<file path="src/rtl/tsq_pkg.sv">
package tsq_pkg;
  localparam int SEC_W = 48;
  localparam int NS_W  = 30;
  localparam int SEQ_W = 16;
  localparam int REG_W = 16;

  typedef struct packed {
    logic [SEC_W-1:0] sec;
    logic [NS_W-1:0]  ns;
    logic [SEQ_W-1:0] seq;
  } tsq_entry_t;

  // word index within a direction; bit 3 of the address picks the direction
  localparam logic [2:0] W_NSH = 3'd0;
  localparam logic [2:0] W_NSL = 3'd1;
  localparam logic [2:0] W_SH  = 3'd2;
  localparam logic [2:0] W_SM  = 3'd3;
  localparam logic [2:0] W_SL  = 3'd4;
  localparam logic [2:0] W_HDR = 3'd5;

  localparam logic [3:0] A_CNT  = 4'd6;
  localparam logic [3:0] A_STS  = 4'd7;
  localparam logic [3:0] A_EN   = 4'd14;
  localparam logic [3:0] A_HRST = 4'd15;
endpackage

</file>
<file path="src/rtl/tsq_fifo.sv">
module tsq_fifo
  import tsq_pkg::*;
#(
  parameter int DEPTH = 4,
  localparam int PTR_W = (DEPTH > 1) ? $clog2(DEPTH) : 1,
  localparam int CNT_W = $clog2(DEPTH + 1)
) (
  input  logic             clk_i,
  input  logic             rst_ni,
  input  logic             flush_i,
  input  logic             push_i,
  input  tsq_entry_t       data_i,
  input  logic             pop_i,
  output tsq_entry_t       head_o,
  output logic [CNT_W-1:0] count_o,
  output logic             empty_o,
  output logic             full_o
);
  localparam logic [PTR_W-1:0] LAST = PTR_W'(DEPTH - 1);

  tsq_entry_t       mem_q [DEPTH];
  logic [PTR_W-1:0] wr_q, rd_q;
  logic [CNT_W-1:0] cnt_q;
  logic             do_push, do_pop;

  assign empty_o = (cnt_q == '0);
  assign full_o  = (cnt_q == CNT_W'(DEPTH));
  assign do_push = push_i & ~full_o & ~flush_i;
  assign do_pop  = pop_i & ~empty_o & ~flush_i;
  assign head_o  = mem_q[rd_q];
  assign count_o = cnt_q;

  always_ff @(posedge clk_i or negedge rst_ni) begin
    if (!rst_ni) begin
      wr_q  <= '0;
      rd_q  <= '0;
      cnt_q <= '0;
    end else if (flush_i) begin
      wr_q  <= '0;
      rd_q  <= '0;
      cnt_q <= '0;
    end else begin
      if (do_push) wr_q <= (wr_q == LAST) ? '0 : wr_q + 1'b1;
      if (do_pop)  rd_q <= (rd_q == LAST) ? '0 : rd_q + 1'b1;
      if (do_push && !do_pop)      cnt_q <= cnt_q + 1'b1;
      else if (do_pop && !do_push) cnt_q <= cnt_q - 1'b1;
    end
  end

  always_ff @(posedge clk_i) begin
    if (do_push) mem_q[wr_q] <= data_i;
  end

  p_count_bound_r6: assert property (@(posedge clk_i) disable iff (!rst_ni)
    count_o <= CNT_W'(DEPTH));
  p_full_drop_r6: assert property (@(posedge clk_i) disable iff (!rst_ni)
    (full_o && push_i && !pop_i && !flush_i) |=> (count_o == $past(count_o)));
  p_pop_dec_r3: assert property (@(posedge clk_i) disable iff (!rst_ni)
    (pop_i && !push_i && !empty_o && !flush_i) |=> (count_o == $past(count_o) - 1'b1));
  p_empty_nopop_r5: assert property (@(posedge clk_i) disable iff (!rst_ni)
    (pop_i && empty_o && !push_i) |=> empty_o);
  p_flush_empty_r9: assert property (@(posedge clk_i) disable iff (!rst_ni)
    flush_i |=> empty_o);
endmodule

</file>
<file path="src/rtl/tsq_irq_status.sv">
module tsq_irq_status (
  input  logic       clk_i,
  input  logic       rst_ni,
  input  logic       flush_i,
  input  logic       clr_i,
  input  logic [1:0] nonempty_i,
  input  logic [1:0] push_ok_i,
  input  logic [1:0] ovf_ev_i,
  output logic [3:0] sts_o
);
  logic [3:0] sts_q, sts_d;

  always_comb begin
    for (int d = 0; d < 2; d++) begin
      sts_d[d]   = (sts_q[d] & ~clr_i) | push_ok_i[d] | (nonempty_i[d] & ~clr_i);
      sts_d[2+d] = (sts_q[2+d] & ~clr_i) | ovf_ev_i[d];
    end
    if (flush_i) sts_d = '0;
  end

  always_ff @(posedge clk_i or negedge rst_ni) begin
    if (!rst_ni) sts_q <= '0;
    else         sts_q <= sts_d;
  end

  assign sts_o = sts_q;

  p_ovf_hold_r7: assert property (@(posedge clk_i) disable iff (!rst_ni)
    (sts_o[2] && !clr_i && !flush_i) |=> sts_o[2]);
  p_ovf_clear_r7: assert property (@(posedge clk_i) disable iff (!rst_ni)
    (clr_i && ovf_ev_i == 2'b00) |=> (sts_o[3:2] == 2'b00));
  p_hard_clear_r9: assert property (@(posedge clk_i) disable iff (!rst_ni)
    flush_i |=> (sts_o == 4'b0000));
endmodule

</file>
<file path="src/rtl/tstamp_queue.sv">
module tstamp_queue
  import tsq_pkg::*;
#(
  parameter int DEPTH = 4,
  localparam int CNT_W = $clog2(DEPTH + 1)
) (
  input  logic        clk_i,
  input  logic        rst_ni,
  input  logic        rx_cap_i,
  input  logic [47:0] rx_sec_i,
  input  logic [29:0] rx_ns_i,
  input  logic [15:0] rx_seq_i,
  input  logic        tx_cap_i,
  input  logic [47:0] tx_sec_i,
  input  logic [29:0] tx_ns_i,
  input  logic [15:0] tx_seq_i,
  input  logic [3:0]  reg_addr_i,
  input  logic        reg_rd_i,
  input  logic        reg_wr_i,
  input  logic [15:0] reg_wdata_i,
  output logic [15:0] reg_rdata_o,
  output logic        irq_o
);
  tsq_entry_t       din  [2];
  tsq_entry_t       head [2];
  logic [CNT_W-1:0] cnt  [2];
  logic [1:0]       cap, pop, empty, full, push_ok, ovf_ev;
  logic [3:0]       sts, en_q;
  logic             flush, clr;

  assign cap[0] = rx_cap_i;
  assign cap[1] = tx_cap_i;
  assign din[0] = '{sec: rx_sec_i, ns: rx_ns_i, seq: rx_seq_i};
  assign din[1] = '{sec: tx_sec_i, ns: tx_ns_i, seq: tx_seq_i};

  assign flush = reg_wr_i && (reg_addr_i == A_HRST) && reg_wdata_i[0];
  assign clr   = reg_rd_i && (reg_addr_i == A_STS);

  for (genvar d = 0; d < 2; d++) begin : g_dir
    assign pop[d]     = reg_rd_i && (reg_addr_i == {d[0], W_HDR});
    assign push_ok[d] = cap[d] & ~full[d] & ~flush;
    assign ovf_ev[d]  = cap[d] & full[d] & ~flush;

    tsq_fifo #(.DEPTH(DEPTH)) u_fifo (
      .clk_i   (clk_i),
      .rst_ni  (rst_ni),
      .flush_i (flush),
      .push_i  (cap[d]),
      .data_i  (din[d]),
      .pop_i   (pop[d]),
      .head_o  (head[d]),
      .count_o (cnt[d]),
      .empty_o (empty[d]),
      .full_o  (full[d])
    );
  end

  tsq_irq_status u_sts (
    .clk_i      (clk_i),
    .rst_ni     (rst_ni),
    .flush_i    (flush),
    .clr_i      (clr),
    .nonempty_i (~empty),
    .push_ok_i  (push_ok),
    .ovf_ev_i   (ovf_ev),
    .sts_o      (sts)
  );

  always_ff @(posedge clk_i or negedge rst_ni) begin
    if (!rst_ni)                                  en_q <= '0;
    else if (reg_wr_i && reg_addr_i == A_EN)      en_q <= reg_wdata_i[3:0];
  end

  assign irq_o = |(sts & en_q);

  always_comb begin
    tsq_entry_t hd;
    logic       dsel;
    dsel        = reg_addr_i[3];
    hd          = head[dsel];
    reg_rdata_o = '0;
    if (reg_rd_i) begin
      if (reg_addr_i == A_CNT)       reg_rdata_o = {8'(cnt[1]), 8'(cnt[0])};
      else if (reg_addr_i == A_STS)  reg_rdata_o = {12'b0, sts};
      else if (reg_addr_i == A_EN)   reg_rdata_o = {12'b0, en_q};
      else if (!empty[dsel]) begin
        case (reg_addr_i[2:0])
          W_NSH:   reg_rdata_o = {1'b1, 1'b0, hd.ns[29:16]};
          W_NSL:   reg_rdata_o = hd.ns[15:0];
          W_SH:    reg_rdata_o = hd.sec[47:32];
          W_SM:    reg_rdata_o = hd.sec[31:16];
          W_SL:    reg_rdata_o = hd.sec[15:0];
          W_HDR:   reg_rdata_o = hd.seq;
          default: reg_rdata_o = '0;
        endcase
      end
    end
  end

  p_empty_valid_r5: assert property (@(posedge clk_i) disable iff (!rst_ni)
    (reg_rd_i && reg_addr_i == {1'b0, W_NSH} && empty[0]) |-> (reg_rdata_o[15] == 1'b0));
  p_dir_indep_r10: assert property (@(posedge clk_i) disable iff (!rst_ni)
    (!cap[1] && !pop[1] && !flush) |=> (cnt[1] == $past(cnt[1])));
endmodule

</file>
<file path="config.mk">
export PLATFORM = sky130hd
export DESIGN_NAME = tstamp_queue
export DESIGN_NICKNAME = d
export VERILOG_FILES = /design/src/rtl/tsq_pkg.sv /design/src/rtl/tsq_fifo.sv /design/src/rtl/tsq_irq_status.sv /design/src/rtl/tstamp_queue.sv
export SDC_FILE = /design/constraint.sdc
export NUM_CORES = 1
export LEC_CHECK = 0
export CORE_ASPECT_RATIO = 0.8
export CORE_MARGIN = 1
export CORE_UTILIZATION = 53
export CTS_CLUSTER_DIAMETER = 60
export CTS_CLUSTER_SIZE = 28
export DETAILED_ROUTE_END_ITERATION = 8
export PLACE_DENSITY = 0.86
export SLEW_MARGIN = 20
export SYNTH_ARGS = -nofsm -noshare
export SYNTH_HDL_FRONTEND = slang
export SYNTH_HIERARCHICAL = 1
export SYNTH_SLANG_ARGS = --single-unit
</file>
<file path="constraint.sdc">
create_clock -name clk_i -period 3.5 [get_ports clk_i]
set_input_delay 0.525 -clock clk_i [delete_from_list [all_inputs] [get_ports clk_i]]
set_output_delay 0.525 -clock clk_i [all_outputs]
set_load 0.01 [all_outputs]
</file>
==> impl_metrics.tcl <==
set metrics [dict create \
    num_io_pins 231 \
    period_share 1.03 \
    cts_buffers 42 \
    syn2layout_area_growth_pct 24.2 \
    power_frac_seq 0.441 \
    start_kind "flip-flop" \
    p_leak_nw 12.2 \
    netlist_area_sq_um 30600 \
    die_area_sq_um 58700 \
    multi_input_area_sq_um 7850 \
    antenna_found_initial 11 \
    hpwl_microns 47500 \
    worst_pin_slew_ps 1070 \
    grt_pass1_vias 16500 \
    grt-ovfl-total 0 \
    cp_max_fo 5 \
    clk_latency_ps 620 \
    ys_types 58 \
    slew_headroom 0.286 \
    end_kind "output pin" \
    p_int_mw 19.7 \
    finalHoldViolCount 0 \
    power_switching_mw 8.87 \
    first_iter_violations 2414 \
    met2_usage 0.444 \
    total_power_mw 28.6 \
    grt_use_met3 0.0636 \
    remaining_drc_errors 0 \
    setup_viol 8 \
    rows 78 \
    hp-class "input port to async pin" \
    clk_pin_slew_worst_paths_ps 110 \
    p_per_area_nw_per_um2 753 \
    core_area_sq_um 56900 \
    stdcell_area_sq_um 38000 \
    cts_hold_buf 0 \
    gp_congestion 0.904 \
    use_met1 0.367 \
    port_buffers 218 \
    dr.pass1.iters 5 \
    cts_buffer_depth 3 \
    htreeDepth 2 \
    ys_async_sr_fraction 0.0284 \
    drive_above_1_share 0.333 \
    syn-num-nets 1634 \
    post-synth-top-area-fraction 0.738 \
    cp.arrival_ps 3100 \
    cp_data_required_time_ps 2970 \
    grt_pass1_wl_microns 114000 \
    fp.dieH_microns 217 \
    synthCells 1408 \
    gr-usage-all-layers 0.270 \
    wirelength_microns 80500 \
    power_frac_clock 0.206 \
    avgViaCountPerCell 6.44 \
    clock-root-buffer "clkbuf_16" \
    synth_edf_count 752 \
    violations "setup timing" \
    period_needed_ps 3620 \
    grt_max_degree 49 \
    fin_setup_tns_ps -669 \
    ant_nets 0 \
    drv_cap 0 \
    seq_area_frac_synth 0.756 \
    ys.flop_type "edfxtp_1" \
    yosysWarnings 6 \
    wl_per_cell_microns 31.4 \
    cts_sinks 774 \
    synth.avg_cell_area_sq_um 21.7 \
    crit_type "flip-flop to output pin" \
    swShare 0.310 \
    comb_power_share 0.354 \
    regArea_sq_um 23100 \
    layout_setup_ws_ps -122 \
    fin_worst_skew_ps 25.7 \
    grt-busiest-layer "met2" \
    finalNetCount 1991 \
    initial_core_util 0.538 \
    vias 16500 \
    tritoncts "built" \
    rsz0062_at_grt "true" \
    placedInstanceArea_sq_um 34600 \
    ir_drop_uv 445 \
    synth_top_area_cell "edfxtp_1" \
    max_freq_mhz 276 \
    ys_ff_latch 774 \
    synth.area.top_cells "edfxtp_1, mux4_2, mux2i_1" \
    die_w_microns 271 \
    finalMaxSlewViolations 0 \
    holdWs_ps 492 \
    fillers 3326 \
    status "finished, violations left" \
]
==> final cells by class <==
type / instances / share of cell area
Clock buffer: 44 / 0.0284
Clock inverter: 28 / 0.0116
Multi-Input combinational cell: 529 / 0.207
Antenna cell: 8 / 0.000527
Timing Repair Buffer: 396 / 0.116
Sequential cell: 774 / 0.609
Inverter: 22 / 0.00217
Tap cell: 760 / 0.0250
==> layer usage <==
layer,share of wire,vias up
met5,0.00075,-
met4,0.030,10
met3,0.11,178
met2,0.50,1080
met1,0.36,8604
li1,-,6618
==> worst max-delay path, cell delays in order, from the launching register on <==
cell and delay (ps):
dfrtp_4 510, buf_6 140, buf_12 130, buf_16 140, buf_12 140, mux4_2 460
mux2i_1 180, buf_4 150, o22ai_2 90, nor3_2 260, o21ai_1 140, buf_6 140
==> metrics by stage <==
step / setup WS (ps) / util / cells
final: -122 / 0.668 / 2561
after global routing: -219 / 0.667 / 2555
after CTS: -92.0 / 0.660 / 2547
after detailed placement: -253 / 0.608 / 2428
after global placement: -251 / 0.608 / 2428
after floorplan: 219 / - / 1408
==> layout by cell type, fill, tap and decap left out, types with 7 or more instances in the layout <==
cell type and instances:
nor3_2 8, buf_6 18, a21oi_1 14, dfrtp_1 16, ha_1 10, mux2i_4 36, nand3b_1 11, clkbuf_16 44
mux2i_2 14, and2_4 8, inv_1 22, buf_8 12, nor2_1 17, buf_2 10, diode_2 8, o21ai_0 13
clkdlybuf4s50_1 201, nand2_1 17, o22ai_2 23, mux4_2 189, nand3_1 7, o22ai_1 10, mux2i_1 43, buf_4 97
buf_16 11, o22ai_4 10, nand2b_1 7, buf_12 46, edfxtp_1 752
==> power by group through the flow <==
stage | clock [mW] | combinational (mW) | sequential (mW)
after floorplan | 0 | 4.78 | 12.5
after global routing | 6.24 | 10.5 | 12.7
after global placement | 0 | 7.56 | 12.6
after CTS | 5.92 | 9.48 | 12.6
after detailed placement | 0 | 7.74 | 12.8
final | 5.88 | 10.1 | 12.6
==> worst paths after layout <==
check / slack, ps / startpoint / cells after the start / end
max: -120 / g_dir[1].u_fifo/rd_q[0] / 11 / reg_rdata_o[10]
min: 490 / rst_ni / 1 / g_dir[1].u_fifo/rd_q[0]
max reg2reg: 700 / g_dir[1].u_fifo/count_o[2] / 7 / g_dir[1].u_fifo/count_o[2]
min reg2reg: 560 / en_q[3] / 1 / en_q[3]
max in group asynchronous: 2230 / rst_ni / 1 / g_dir[0].u_fifo/rd_q[1]
min in group clk_i: 550 / tx_sec_i[10] / 1 / g_dir[1].u_fifo/mem_q[2][56]
==> cell families after synthesis <==
| logic type | count (synthesis) | synth area share |
|---|---|---|
| adders and majority gates | 12 | 0.00540 |
| AOI/OAI and AO/OA | 108 | 0.0238 |
| muxes | 290 | 0.173 |
| buffers and inverters | 105 | 0.0202 |
| DFF | 774 | 0.756 |
| xor gates and xnor gates | 2 | 0.000573 |
| and+or+nand+nor | 117 | 0.0212 |
==> cell usage after synthesis (3+ instances only) <==
| master | n |
|---|---|
| edfxtp_1 | 752 |
| mux4_2 | 189 |
| mux2i_1 | 93 |
| o22ai_1 | 43 |
| buf_2 | 41 |
| nor2_1 | 23 |
| dfrtp_1 | 22 |
| inv_1 | 22 |
| a21oi_1 | 17 |
| nand2_1 | 17 |
| buf_6 | 15 |
| nor3_1 | 15 |
| buf_4 | 13 |
| o21ai_0 | 13 |
| and2_1 | 11 |
| clkbuf_1 | 11 |
| nand3b_1 | 11 |
| ha_1 | 10 |
| nand2b_1 | 7 |
| nand3_1 | 7 |
| or3_1 | 6 |
| mux2_2 | 5 |
| a22oi_1 | 4 |
| and3_1 | 3 |
| o21ai_1 | 3 |
| o31ai_1 | 3 |
| or3b_1 | 3 |
==> registers in the layout, indices dropped and copies added, names as in the netlist <==
register              flops
g_dir.u_fifo/wr_q         4
g_dir.u_fifo/mem_q      752
u_sts/sts_o               4
en_q                      4
g_dir.u_fifo/rd_q         4
g_dir.u_fifo/count_o      6
==> repair_timing <==
action                                  in CTS  in global routing
cloned                                      10                  1
endpoints found under the setup margin      16                 16
pin swaps                                   51                 33
gates resized for setup                    224                 75
buffers inserted                            47                 18
endpoints found under the hold margin        0                  0
No activity file was read; power rests on OpenSTA's default activity.
